`src/rtl/lcd_tg_pkg.sv`:
```
package lcd_tg_pkg;

   typedef enum logic [2:0] {
      RG_CTRL   = 3'd0,
      RG_HTIME  = 3'd1,
      RG_VTOTAL = 3'd2,
      RG_WAIT   = 3'd3,
      RG_VSW    = 3'd4,
      RG_ACTIVE = 3'd5,
      RG_NEXT   = 3'd6
   } tg_reg_e;

   localparam int CB_RUN  = 0;
   localparam int CB_SYNC = 1;
   localparam int CB_DEN  = 2;
   localparam int CB_VSHI = 3;
   localparam int CB_HSHI = 4;
   localparam int CB_DEHI = 5;
   localparam int CB_FALL = 6;
   localparam int CB_DLY  = 8;

   typedef struct packed {
      logic run;
      logic sync_en;
      logic de_en;
      logic vs_hi;
      logic hs_hi;
      logic de_hi;
      logic fall;
   } tg_ctrl_t;

endpackage

```
`src/rtl/lcd_tg_regs.sv`:
```
module lcd_tg_regs
   import lcd_tg_pkg::*;
#(
   parameter int HW      = 18,
   parameter int VW      = 16,
   parameter int WW      = 12,
   parameter int VSW_W   = 18,
   parameter int HSW_W   = 14,
   parameter int HSW_LSB = 18,
   parameter int AW      = 32,
   parameter int DLY_W   = 3
) (
   input  logic              clk,
   input  logic              rst_n,
   input  logic              wr_en,
   input  logic [2:0]        wr_addr,
   input  logic [31:0]       wr_data,
   input  logic              frame_end,
   input  logic              frame_go,
   output tg_ctrl_t          ctrl_q,
   output logic [DLY_W-1:0]  dly_q,
   output logic [HW-1:0]     a_htot,
   output logic [HSW_W-1:0]  a_hsw,
   output logic [WW-1:0]     a_hwait,
   output logic [HW-1:0]     a_hval,
   output logic [VW-1:0]     a_vtot,
   output logic [VSW_W-1:0]  a_vsw,
   output logic [VW-1:0]     a_vwait,
   output logic [VW-1:0]     a_vval,
   output logic [AW-1:0]     cur_base
);

   logic [HW-1:0]    s_htot;
   logic [HSW_W-1:0] s_hsw;
   logic [WW-1:0]    s_hwait;
   logic [HW-1:0]    s_hval;
   logic [VW-1:0]    s_vtot;
   logic [VSW_W-1:0] s_vsw;
   logic [VW-1:0]    s_vwait;
   logic [VW-1:0]    s_vval;
   logic [AW-1:0]    next_base;

   // shadow bank, written by software at any time
   always_ff @(posedge clk or negedge rst_n) begin
      if (!rst_n) begin
         ctrl_q    <= '0;
         dly_q     <= '0;
         s_htot    <= '0;
         s_hsw     <= '0;
         s_hwait   <= '0;
         s_hval    <= '0;
         s_vtot    <= '0;
         s_vsw     <= '0;
         s_vwait   <= '0;
         s_vval    <= '0;
         next_base <= '0;
      end else if (wr_en) begin
         case (tg_reg_e'(wr_addr))
            RG_CTRL: begin
               ctrl_q.run     <= wr_data[CB_RUN];
               ctrl_q.sync_en <= wr_data[CB_SYNC];
               ctrl_q.de_en   <= wr_data[CB_DEN];
               ctrl_q.vs_hi   <= wr_data[CB_VSHI];
               ctrl_q.hs_hi   <= wr_data[CB_HSHI];
               ctrl_q.de_hi   <= wr_data[CB_DEHI];
               ctrl_q.fall    <= wr_data[CB_FALL];
               dly_q          <= wr_data[CB_DLY +: DLY_W];
            end
            RG_HTIME: begin
               s_htot <= wr_data[HW-1:0];
               s_hsw  <= wr_data[HSW_LSB +: HSW_W];
            end
            RG_VTOTAL: s_vtot <= wr_data[VW-1:0];
            RG_WAIT: begin
               s_hwait <= wr_data[16 +: WW];
               s_vwait <= wr_data[VW-1:0];
            end
            RG_VSW:  s_vsw <= wr_data[VSW_W-1:0];
            RG_ACTIVE: begin
               s_hval <= HW'(wr_data[15:0]);
               s_vval <= wr_data[16 +: VW];
            end
            RG_NEXT: next_base <= wr_data[AW-1:0];
            default: ;
         endcase
      end
   end

   // working bank: follows the shadow while idle, else only at frame end
   always_ff @(posedge clk or negedge rst_n) begin
      if (!rst_n) begin
         a_htot  <= '0;
         a_hsw   <= '0;
         a_hwait <= '0;
         a_hval  <= '0;
         a_vtot  <= '0;
         a_vsw   <= '0;
         a_vwait <= '0;
         a_vval  <= '0;
      end else if (!ctrl_q.run || frame_end) begin
         a_htot  <= s_htot;
         a_hsw   <= s_hsw;
         a_hwait <= s_hwait;
         a_hval  <= s_hval;
         a_vtot  <= s_vtot;
         a_vsw   <= s_vsw;
         a_vwait <= s_vwait;
         a_vval  <= s_vval;
      end
   end

   always_ff @(posedge clk or negedge rst_n) begin
      if (!rst_n)        cur_base <= '0;
      else if (frame_go) cur_base <= next_base;
   end

endmodule

```
`src/rtl/lcd_tg_counter.sv`:
```
module lcd_tg_counter #(
   parameter int HW = 18,
   parameter int VW = 16
) (
   input  logic          clk,
   input  logic          rst_n,
   input  logic          run,
   input  logic [HW-1:0] htot,
   input  logic [VW-1:0] vtot,
   output logic [HW-1:0] hcnt,
   output logic [VW-1:0] vcnt,
   output logic          frame_end,
   output logic          frame_go
);

   logic h_last, v_last;

   assign h_last    = (hcnt == htot - 1'b1);
   assign v_last    = (vcnt == vtot - 1'b1);
   assign frame_end = run && h_last && v_last;
   assign frame_go  = run && (hcnt == '0) && (vcnt == '0);

   always_ff @(posedge clk or negedge rst_n) begin
      if (!rst_n) begin
         hcnt <= '0;
         vcnt <= '0;
      end else if (!run) begin
         hcnt <= '0;
         vcnt <= '0;
      end else if (h_last) begin
         hcnt <= '0;
         vcnt <= v_last ? '0 : vcnt + 1'b1;
      end else begin
         hcnt <= hcnt + 1'b1;
      end
   end

endmodule

```
`src/rtl/lcd_tg_outgen.sv`:
```
module lcd_tg_outgen
   import lcd_tg_pkg::*;
#(
   parameter int HW    = 18,
   parameter int VW    = 16,
   parameter int WW    = 12,
   parameter int VSW_W = 18,
   parameter int HSW_W = 14
) (
   input  logic             clk,
   input  logic             rst_n,
   input  tg_ctrl_t         ctrl,
   input  logic [HW-1:0]    hcnt,
   input  logic [VW-1:0]    vcnt,
   input  logic [HSW_W-1:0] hsw,
   input  logic [WW-1:0]    hwait,
   input  logic [HW-1:0]    hval,
   input  logic [VSW_W-1:0] vsw,
   input  logic [VW-1:0]    vwait,
   input  logic [VW-1:0]    vval,
   output logic             hsync,
   output logic             vsync,
   output logic             de,
   output logic             pix_req,
   output logic             line_start,
   output logic             frame_start,
   output logic             de_win
);

   localparam int HX = HW + 2;
   localparam int VX = ((VSW_W > VW) ? VSW_W : VW) + 2;

   logic [HX-1:0] h_x, h_nx, h_lo, h_hi;
   logic [VX-1:0] v_x, v_lo, v_hi;
   logic          hs_on, vs_on, v_in, de_on, pr_on;

   assign h_x   = HX'(hcnt);
   assign h_nx  = h_x + 1'b1;
   assign h_lo  = HX'(hwait);
   assign h_hi  = HX'(hwait) + HX'(hval);
   assign v_x   = VX'(vcnt);
   assign v_lo  = VX'(vwait);
   assign v_hi  = VX'(vwait) + VX'(vval);

   assign hs_on = ctrl.run && (h_x < HX'(hsw));
   assign vs_on = ctrl.run && (v_x < VX'(vsw));
   assign v_in  = (v_x >= v_lo) && (v_x < v_hi);
   assign de_on = ctrl.run && v_in && (h_x >= h_lo) && (h_x < h_hi);
   assign pr_on = ctrl.run && v_in && (h_nx >= h_lo) && (h_nx < h_hi);

   always_ff @(posedge clk or negedge rst_n) begin
      if (!rst_n) begin
         hsync       <= 1'b1;
         vsync       <= 1'b1;
         de          <= 1'b1;
         pix_req     <= 1'b0;
         line_start  <= 1'b0;
         frame_start <= 1'b0;
         de_win      <= 1'b0;
      end else begin
         hsync       <= (ctrl.sync_en && hs_on) ? ctrl.hs_hi : !ctrl.hs_hi;
         vsync       <= (ctrl.sync_en && vs_on) ? ctrl.vs_hi : !ctrl.vs_hi;
         de          <= (ctrl.de_en && de_on) ? ctrl.de_hi : !ctrl.de_hi;
         pix_req     <= pr_on;
         line_start  <= ctrl.run && (hcnt == '0);
         frame_start <= ctrl.run && (hcnt == '0) && (vcnt == '0);
         de_win      <= de_on;
      end
   end

endmodule

```
`src/rtl/lcd_timing_gen.sv`:
```
module lcd_timing_gen
   import lcd_tg_pkg::*;
#(
   parameter int HW      = 18,
   parameter int VW      = 16,
   parameter int WW      = 12,
   parameter int VSW_W   = 18,
   parameter bit HS_WIDE = 1'b1,
   parameter int AW      = 32,
   parameter int DLY_W   = 3
) (
   input  logic             clk,
   input  logic             rst_n,
   input  logic             wr_en,
   input  logic [2:0]       wr_addr,
   input  logic [31:0]      wr_data,
   output logic             hsync,
   output logic             vsync,
   output logic             de,
   output logic             pix_req,
   output logic             line_start,
   output logic             frame_start,
   output logic             clk_fall,
   output logic [DLY_W-1:0] dly_code,
   output logic [AW-1:0]    cur_base
);

   localparam int HSW_W   = HS_WIDE ? 14 : 8;
   localparam int HSW_LSB = HS_WIDE ? 18 : 24;

   generate
      if (HW < 16 || HW > HSW_LSB) begin : g_bad_hw
         $error("HW must lie between 16 and the hsync width offset");
      end
      if (VW > 16 || WW > 16 || VSW_W > 32) begin : g_bad_vw
         $error("vertical or wait field too wide for its register");
      end
      if (AW > 32 || DLY_W < 1 || CB_DLY + DLY_W > 32) begin : g_bad_aw
         $error("address or delay field does not fit 32 bits");
      end
   endgenerate

   tg_ctrl_t         ctrl_q;
   logic [HW-1:0]    a_htot, a_hval, hcnt;
   logic [HSW_W-1:0] a_hsw;
   logic [WW-1:0]    a_hwait;
   logic [VW-1:0]    a_vtot, a_vwait, a_vval, vcnt;
   logic [VSW_W-1:0] a_vsw;
   logic             frame_end, frame_go, de_win;
   logic             run_w, sync_w, hs_hi_w, vs_hi_w;

   assign run_w    = ctrl_q.run;
   assign sync_w   = ctrl_q.sync_en;
   assign hs_hi_w  = ctrl_q.hs_hi;
   assign vs_hi_w  = ctrl_q.vs_hi;
   assign clk_fall = ctrl_q.fall;

   lcd_tg_regs #(
      .HW(HW), .VW(VW), .WW(WW), .VSW_W(VSW_W), .HSW_W(HSW_W),
      .HSW_LSB(HSW_LSB), .AW(AW), .DLY_W(DLY_W)
   ) u_regs (
      .clk(clk), .rst_n(rst_n), .wr_en(wr_en), .wr_addr(wr_addr),
      .wr_data(wr_data), .frame_end(frame_end), .frame_go(frame_go),
      .ctrl_q(ctrl_q), .dly_q(dly_code), .a_htot(a_htot), .a_hsw(a_hsw),
      .a_hwait(a_hwait), .a_hval(a_hval), .a_vtot(a_vtot), .a_vsw(a_vsw),
      .a_vwait(a_vwait), .a_vval(a_vval), .cur_base(cur_base)
   );

   lcd_tg_counter #(.HW(HW), .VW(VW)) u_cnt (
      .clk(clk), .rst_n(rst_n), .run(run_w), .htot(a_htot), .vtot(a_vtot),
      .hcnt(hcnt), .vcnt(vcnt), .frame_end(frame_end), .frame_go(frame_go)
   );

   lcd_tg_outgen #(
      .HW(HW), .VW(VW), .WW(WW), .VSW_W(VSW_W), .HSW_W(HSW_W)
   ) u_out (
      .clk(clk), .rst_n(rst_n), .ctrl(ctrl_q), .hcnt(hcnt), .vcnt(vcnt),
      .hsw(a_hsw), .hwait(a_hwait), .hval(a_hval), .vsw(a_vsw),
      .vwait(a_vwait), .vval(a_vval), .hsync(hsync), .vsync(vsync),
      .de(de), .pix_req(pix_req), .line_start(line_start),
      .frame_start(frame_start), .de_win(de_win)
   );

endmodule

```
`config.mk`:
```
export PLATFORM = sky130hd
export DESIGN_NAME = lcd_timing_gen
export DESIGN_NICKNAME = d
export VERILOG_FILES = /design/src/rtl/lcd_tg_pkg.sv /design/src/rtl/lcd_tg_regs.sv /design/src/rtl/lcd_tg_counter.sv /design/src/rtl/lcd_tg_outgen.sv /design/src/rtl/lcd_timing_gen.sv
export SDC_FILE = /design/constraint.sdc
export NUM_CORES = 1
export LEC_CHECK = 0
export CORE_ASPECT_RATIO = 1.75
export CORE_MARGIN = 2
export CORE_UTILIZATION = 50
export CTS_CLUSTER_SIZE = 20
export DETAILED_ROUTE_END_ITERATION = 10
export PLACE_DENSITY = 0.64
export SLEW_MARGIN = 10
export SYNTH_ARGS = -nofsm -noshare
export SYNTH_HDL_FRONTEND = slang
export SYNTH_SLANG_ARGS = --single-unit
```
`constraint.sdc`:
```
create_clock -name clk -period 6.2 [get_ports clk]
set_input_delay 1.24 -clock clk [delete_from_list [all_inputs] [get_ports clk]]
set_output_delay 1.24 -clock clk [all_outputs]
set_load 0.005 [all_outputs]
```
==> results_dict.tcl, run 1 <==
set metrics [dict create \
    drc 0 \
    ys_ff_latch 366 \
    io_buffers 79 \
    min_to "u_out.de" \
    synth_nets 1798 \
    ys_types 73 \
    grt_setup_unrepaired "no" \
    place_inst 2126 \
    slowest_stage "and3_1" \
    cts_tree "yes" \
    stdcell_count 2187 \
    syn_area_um2 19500 \
    critPathMaxStageDelay_ps 660 \
    startpoint_type "flop" \
    outcome "complete, no violations" \
    r2r_end "u_regs.a_hwait[9]" \
    grt_use_total_pct 24.7 \
    placed_cell_area_um2 20700 \
    synthToLayoutAreaGrowth_pct 12.3 \
    switching_power_mw 3.26 \
    min_from "u_regs.ctrl_q[1]" \
    power.density_nw_per_um2 430 \
    ys_warn_count 0 \
    reg2reg_depth 11 \
    end_kind "flop" \
    gp_congestion 0.878 \
    finalHoldViolCount 0 \
    seqPwrFrac_pct 39.1 \
    vias 12900 \
    gr-total-overflow 0 \
    route.detailed.vias_per_inst 5.91 \
    async_reset_ff_share_pct 100 \
    synthCells 1609 \
    hold_path_class "flop to flop" \
    dp_hpwl_mm 36.0 \
    cts_setup_buffers 0 \
    clockRootBuffer "clkbuf_16" \
    fin_nets 1868 \
    drt_iter0_drc 571 \
    hold_depth 1 \
    drt_first_pass_iters 4 \
    peakVddDrop_mv 0.247 \
    setup_viol 0 \
    cap_viol_max_count 0 \
    grt_max_degree 123 \
    cp_data_arrival_time_ps 4940 \
    drtAntennaViolNets 0 \
    worst-path-max-fanout 36 \
    cp.required_ps 6610 \
    crit_family "simple AND/OR/NAND/NOR gates" \
    syn_avg_cell_area_um2 12.1 \
    initial_core_util_pct 50.7 \
    slew_violations 0 \
    numCtsBuffers 36 \
    path_cells "inv_1 > ha_1 > or4b_1 > xnor2_1 > nand4_1 > a211o_1 > a2111oi_0 > and3_1 > a21bo_4 > buf_4 > mux2_2" \
    drive_gt1_share_pct 22.4 \
    h-tree-depth 2 \
    clockBufferDepth 3 \
    r2r-start "u_regs.a_vtot[0]" \
    tightestPinTransition_ps 1150 \
    io_pins 80 \
    grt_pass1_vias 13700 \
    crit_buf_inv 2 \
    routed_wl_mm 49.5 \
    crit_type "flop to flop" \
    cts_resized 0 \
    rows 95 \
    multi_input_comb_area_um2 9700 \
    fill_cells 3305 \
    max_freq_ghz 0.221 \
    die_y_um 265 \
    diodes 0 \
    grt_pass1_wl_mm 77.9 \
    antenna_found_initial 0 \
    design_area_um2 21900 \
    die_width_um 153 \
    leakage_nw 9.97 \
    final.min_clock_period_ps 4530 \
    path_clk_slew_ps 70 \
    post_drt_wl_per_cell_um 22.6 \
    worstSkewPairLatency_ps 530 \
    p_int_mw 6.17 \
    combPwrFrac_pct 37.3 \
    synth-seq-area-share_pct 47.0 \
    r2r_slack_ps 1670 \
    cts_hold_buffers 0 \
    final-seq-area_um2 9160 \
    synth_edf_count 0 \
    layout_common_cells "363 x dfrtp_1, 289 x mux2_2, 149 x ha_1, 85 x inv_1, 78 x clkdlybuf4s50_1" \
    clkPwrFrac_pct 23.6 \
    final_common_cell "dfrtp_1" \
    slew_headroom_pct 23.2 \
    swShare_pct 34.6 \
    cts_sinks 366 \
    core_area_um2 38500 \
    timing.setup.tns_ps 0 \
    finClkSkew_ps 11.6 \
    die-area_um2 40700 \
    synthFlopType "dfrtp_1" \
    min_period_over_period_pct 73.1 \
]
-- area by class of cell --
class,count,area share (%)
clock inverters,12,0.702
repair buffers,94,4.32
inverters,85,1.46
well taps,485,2.77
multi-input cells,1096,44.3
clock buffers,49,4.70
flip-flops and latches,366,41.8
-- registers in the layout, summed over array words and instances, names as in the netlist, 12 cells and up --
name / count
u_regs.a_vsw: 18
u_regs.next_base: 32
u_regs.s_hval: 16
u_cnt.hcnt: 18
u_regs.s_vsw: 18
u_regs.s_vwait: 16
u_regs.s_htot: 18
u_regs.a_vwait: 16
u_regs.a_hwait: 12
u_regs.s_hsw: 14
u_regs.a_hsw: 14
u_regs.cur_base: 32
u_cnt.vcnt: 16
u_regs.s_vtot: 16
u_regs.a_hval: 16
u_regs.s_vval: 16
u_regs.s_hwait: 12
u_regs.a_vtot: 16
u_regs.a_htot: 18
u_regs.a_vval: 16
-- layer usage --
metal	routed length [µm]	global-route usage, %	vias to the layer above
met1	18900	27.9	6613
met3	1350	2.48	93
met5	0	0	-
li1	-	-	5982
met4	2110	10.0	0
met2	27100	47.2	242
-- power groups by stage --
stage | clock network (mW) | registers [mW] | logic, mW
global route | 2.38 | 3.78 | 3.93
CTS | 2.29 | 3.70 | 3.55
floorplan | 0 | 3.47 | 2.59
finish | 2.23 | 3.69 | 3.52
detailed placement | 0 | 3.74 | 3.52
global placement | 0 | 3.71 | 3.42
-- cell families after synthesis --
| logic type | Yosys count | synth area share [%] |
|---|---|---|
| XOR/XNOR | 83 | 3.73 |
| multiplexers | 330 | 19.0 |
| AO/OA/AOI/OAI | 236 | 8.27 |
| buffers and inverters | 147 | 3.50 |
| flip-flops | 366 | 47.0 |
| adder cells (fa/ha/maj) | 151 | 9.76 |
| AND/OR/NAND/NOR | 296 | 8.76 |
-- how the worst max path moves through the flow --
stage                                  from           endpoint  slack, ps  cells past startpoint
after global routing      u_regs.a_vwait[1]      u_out.pix_req       1310                     17
after floorplan           u_regs.a_vwait[4]      u_out.pix_req       2550                     17
after detailed placement   u_regs.a_vtot[0]  u_regs.a_hwait[5]       1690                     11
final                      u_regs.a_vtot[0]  u_regs.a_hwait[9]       1670                     11
after CTS                  u_regs.a_vtot[0]    u_regs.a_hsw[4]       1690                     11
after global placement     u_regs.a_vtot[2]    u_regs.a_hsw[1]       1680                      9
-- synthesized netlist by cell type, drive strengths merged (28+ instances only) --
cell type / n / area [µm²]
xnor2: 46 / 403
mux2: 329 / 3700
xor2: 37 / 324
clkbuf: 38 / 143
nand2: 43 / 161
dfrtp: 363 / 9080
nor2: 38 / 143
o21ai: 61 / 305
inv: 85 / 319
ha: 149 / 1860
a21oi: 43 / 215
nand3: 28 / 140
-- metrics by stage --
step                total power [mW]  setup slack (ps)  hold slack, ps  utilization, %
global placement                7.13              1680             427            53.8
finish                          9.43              1670             442            56.9
detailed placement              7.26              1690             430            53.8
global route                    10.1              1310             468            56.9
CTS                             9.53              1690             442            56.9
floorplan                       6.06              2550             403               -
-- worst reg2reg max path: stages (launching register included) --
cell and delay [ps]:
dfrtp_1 410, inv_1 70, ha_1 250, or4b_1 610
xnor2_1 210, nand4_1 110, a211o_1 310, a2111oi_0 350
and3_1 660, a21bo_4 500, buf_4 520, mux2_2 420
Note: power is estimated with default switching activity, not from simulation.
==> run 2: changes to the inputs <==
- PLACE_DENSITY: 0.64 -> 0.66
- clock period: 6.2 -> 4 ns (I/O delays scaled with it)
==> run 2 against run 1 <==
  * Die area unchanged
  * Setup slack worse by 1500 ps
  * Fmax up 19%
  * Sequential cell count unchanged
  * Largest power group is now combinational logic
  * Worst hold slack worse by 170 ps
  * Non-clock buffer count up 58
  * Power up 60%
  * Critical endpoint is now u_out.pix_req
==> results_dict.tcl, run 2 (synthesis results as in run 1) <==
set metrics [dict create \
    vias 13300 \
    drt_first_pass_iters 4 \
    cts_sinks 366 \
    leakage_nw 10.3 \
    drt-met1-wl_mm 19.6 \
    route.met2.wl_mm 27.9 \
    switching_power_mw 5.23 \
    placed_cell_area_um2 21300 \
    fin_nets 1927 \
    design_area_um2 22600 \
    holdWs_ps 272 \
    end_kind "flop" \
    h-tree-depth 2 \
    worstSkewPairLatency_ps 540 \
    combPwrFrac_pct 39.8 \
    slew_headroom_pct 45.7 \
    routed_wl_mm 51.6 \
    final_common_cell "dfrtp_1" \
    die_width_um 153 \
    cts_tree "yes" \
    initial_core_util_pct 50.7 \
    post_drt_wl_per_cell_um 22.9 \
    highest_layer "met4" \
    setup_viol 0 \
    finish.utilization_pct 58.8 \
    die-area_um2 40700 \
    layout_common_cells "363 x dfrtp_1, 289 x mux2_2, 147 x ha_1, 85 x inv_1, 78 x clkdlybuf4s50_1" \
    drive_gt1_share_pct 26.2 \
    drtAntennaViolNets 0 \
    finalHoldViolCount 0 \
    core_area_um2 38500 \
    grt_use_total_pct 25.5 \
    gp_congestion 0.933 \
    gr-total-overflow 0 \
    numCtsBuffers 37 \
    reg2reg_depth 18 \
    route.detailed.vias_per_inst 5.89 \
    path_clk_slew_ps 60 \
    grt_max_degree 79 \
    grt_pass1_wl_mm 80.1 \
    swShare_pct 34.6 \
    drt_iter0_drc 561 \
    wl_met3_mm 1.40 \
    top_regs "u_regs.cur_base: 32 flops, u_regs.next_base: 32 flops" \
    io_pins 80 \
    final.min_clock_period_ps 3790 \
    outcome "complete, no violations" \
    synthToLayoutAreaGrowth_pct 16.1 \
    worst-path-max-fanout 4 \
    cp.required_ps 4420 \
    clockRootBuffer "clkbuf_16" \
    power.density_nw_per_um2 667 \
    cap_viol_max_count 0 \
    drc 0 \
    startpoint_type "flop" \
    antenna_found_initial 0 \
    die_y_um 265 \
    cp_data_arrival_time_ps 4220 \
    p_int_mw 9.88 \
    finClkSkew_ps 18.1 \
    min_period_over_period_pct 94.9 \
    tightestPinTransition_ps 807 \
    fill_cells 3192 \
    diodes 0 \
    dp_hpwl_mm 38.1 \
    peakVddDrop_mv 0.432 \
    clockBufferDepth 3 \
    slew_violations 0 \
    hold_path_class "input port to asynchronous set/reset pin" \
    crit_type "flop to flop" \
    seqPwrFrac_pct 37.0 \
    io_buffers 79 \
    clkPwrFrac_pct 23.1 \
    max_freq_ghz 0.264 \
    rows 95 \
    grt_pass1_vias 13900 \
]
-- run 2: cell count changes in the layout (fill, tap and decap cells not counted), sizes merged --
cell      before  now
buf           16   74
clkbuf        49   53
clkinvlp       0    3
bufinv         3    2
-- run 2: final cells by class --
cell class | instances | area (µm²) | area share [%]
clock inverters | 14 | 143 | 0.630
inverters | 85 | 319 | 1.41
flip-flops and latches | 366 | 9160 | 40.5
multi-input cells | 1096 | 9830 | 43.4
repair buffers | 152 | 1510 | 6.65
clock buffers | 53 | 1080 | 4.76
well taps | 485 | 607 | 2.68
-- run 2: critical path, cell delays in order, from the launching register on --
cell and delay, ps:
dfrtp_1 380, ha_1 210, inv_1 80, fa_2 210, nor2b_1 60, o31a_1 340, o2111a_1 290, buf_4 140
o31a_1 300, a31oi_1 220, xor2_1 200, ha_1 250, o21ai_0 70, nand2b_1 70, a21oi_1 140, a211oi_1 70
a31o_2 290, a21oi_1 130, nor4bb_2 230
-- run 2: metrics by stage --
step | total power [mW] | setup slack [ps] | setup TNS (ps) | std cells
after detailed placement | 11.5 | -38.2 | -42.6 | 2180
after global routing | 16.1 | -16.7 | -23.8 | 2251
after global placement | 11.3 | -4.61 | -4.61 | 2180
after floorplan | 9.39 | 345 | 0 | 1609
final | 15.1 | 205 | 0 | 2251
after CTS | 15.0 | 8.21 | 0 | 2247
-- run 2: path summary, 6_finish.rpt --
kind | startpoint | endpoint | slack [ps]
worst max-delay path | u_regs.a_vwait[0] | u_out.pix_req | 210
min in group clk | u_regs.ctrl_q[1] | u_out.de | 430
worst min register to register | u_regs.ctrl_q[1] | u_out.de | 430
worst min-delay path | rst_n | u_regs.s_vtot[14] | 270
worst max register to register | u_regs.a_vwait[0] | u_out.pix_req | 210
max in group asynchronous | rst_n | u_cnt.hcnt[11] | 2820
-- run 2: power groups by stage --
stage / Clock [mW] / Combinational [mW] / Sequential [mW]
2_1_floorplan: 0 / 4.02 / 5.37
3_3_place_gp: 0 / 5.65 / 5.60
3_5_place_dp: 0 / 5.80 / 5.65
4_1_cts: 3.58 / 5.86 / 5.59
5_1_grt: 3.73 / 6.66 / 5.73
6_report: 3.50 / 6.02 / 5.60
-- run 2: layer usage --
| layer | up-vias | track usage (%) |
|---|---|---|
| li1 | 6115 | - |
| met1 | 6800 | 28.5 |
| met2 | 217 | 48.1 |
| met3 | 121 | 2.75 |
| met4 | 0 | 11.7 |
| met5 | - | 0 |
-- run 2: what timing repair did --
action / CTS / global route
hold buffers: 0 / 0
cloned: 0 / 0
setup endpoints to repair: 2 / 124
buffers inserted: 0 / 4
pin swaps: 1 / 20
resized for setup: 2 / 30
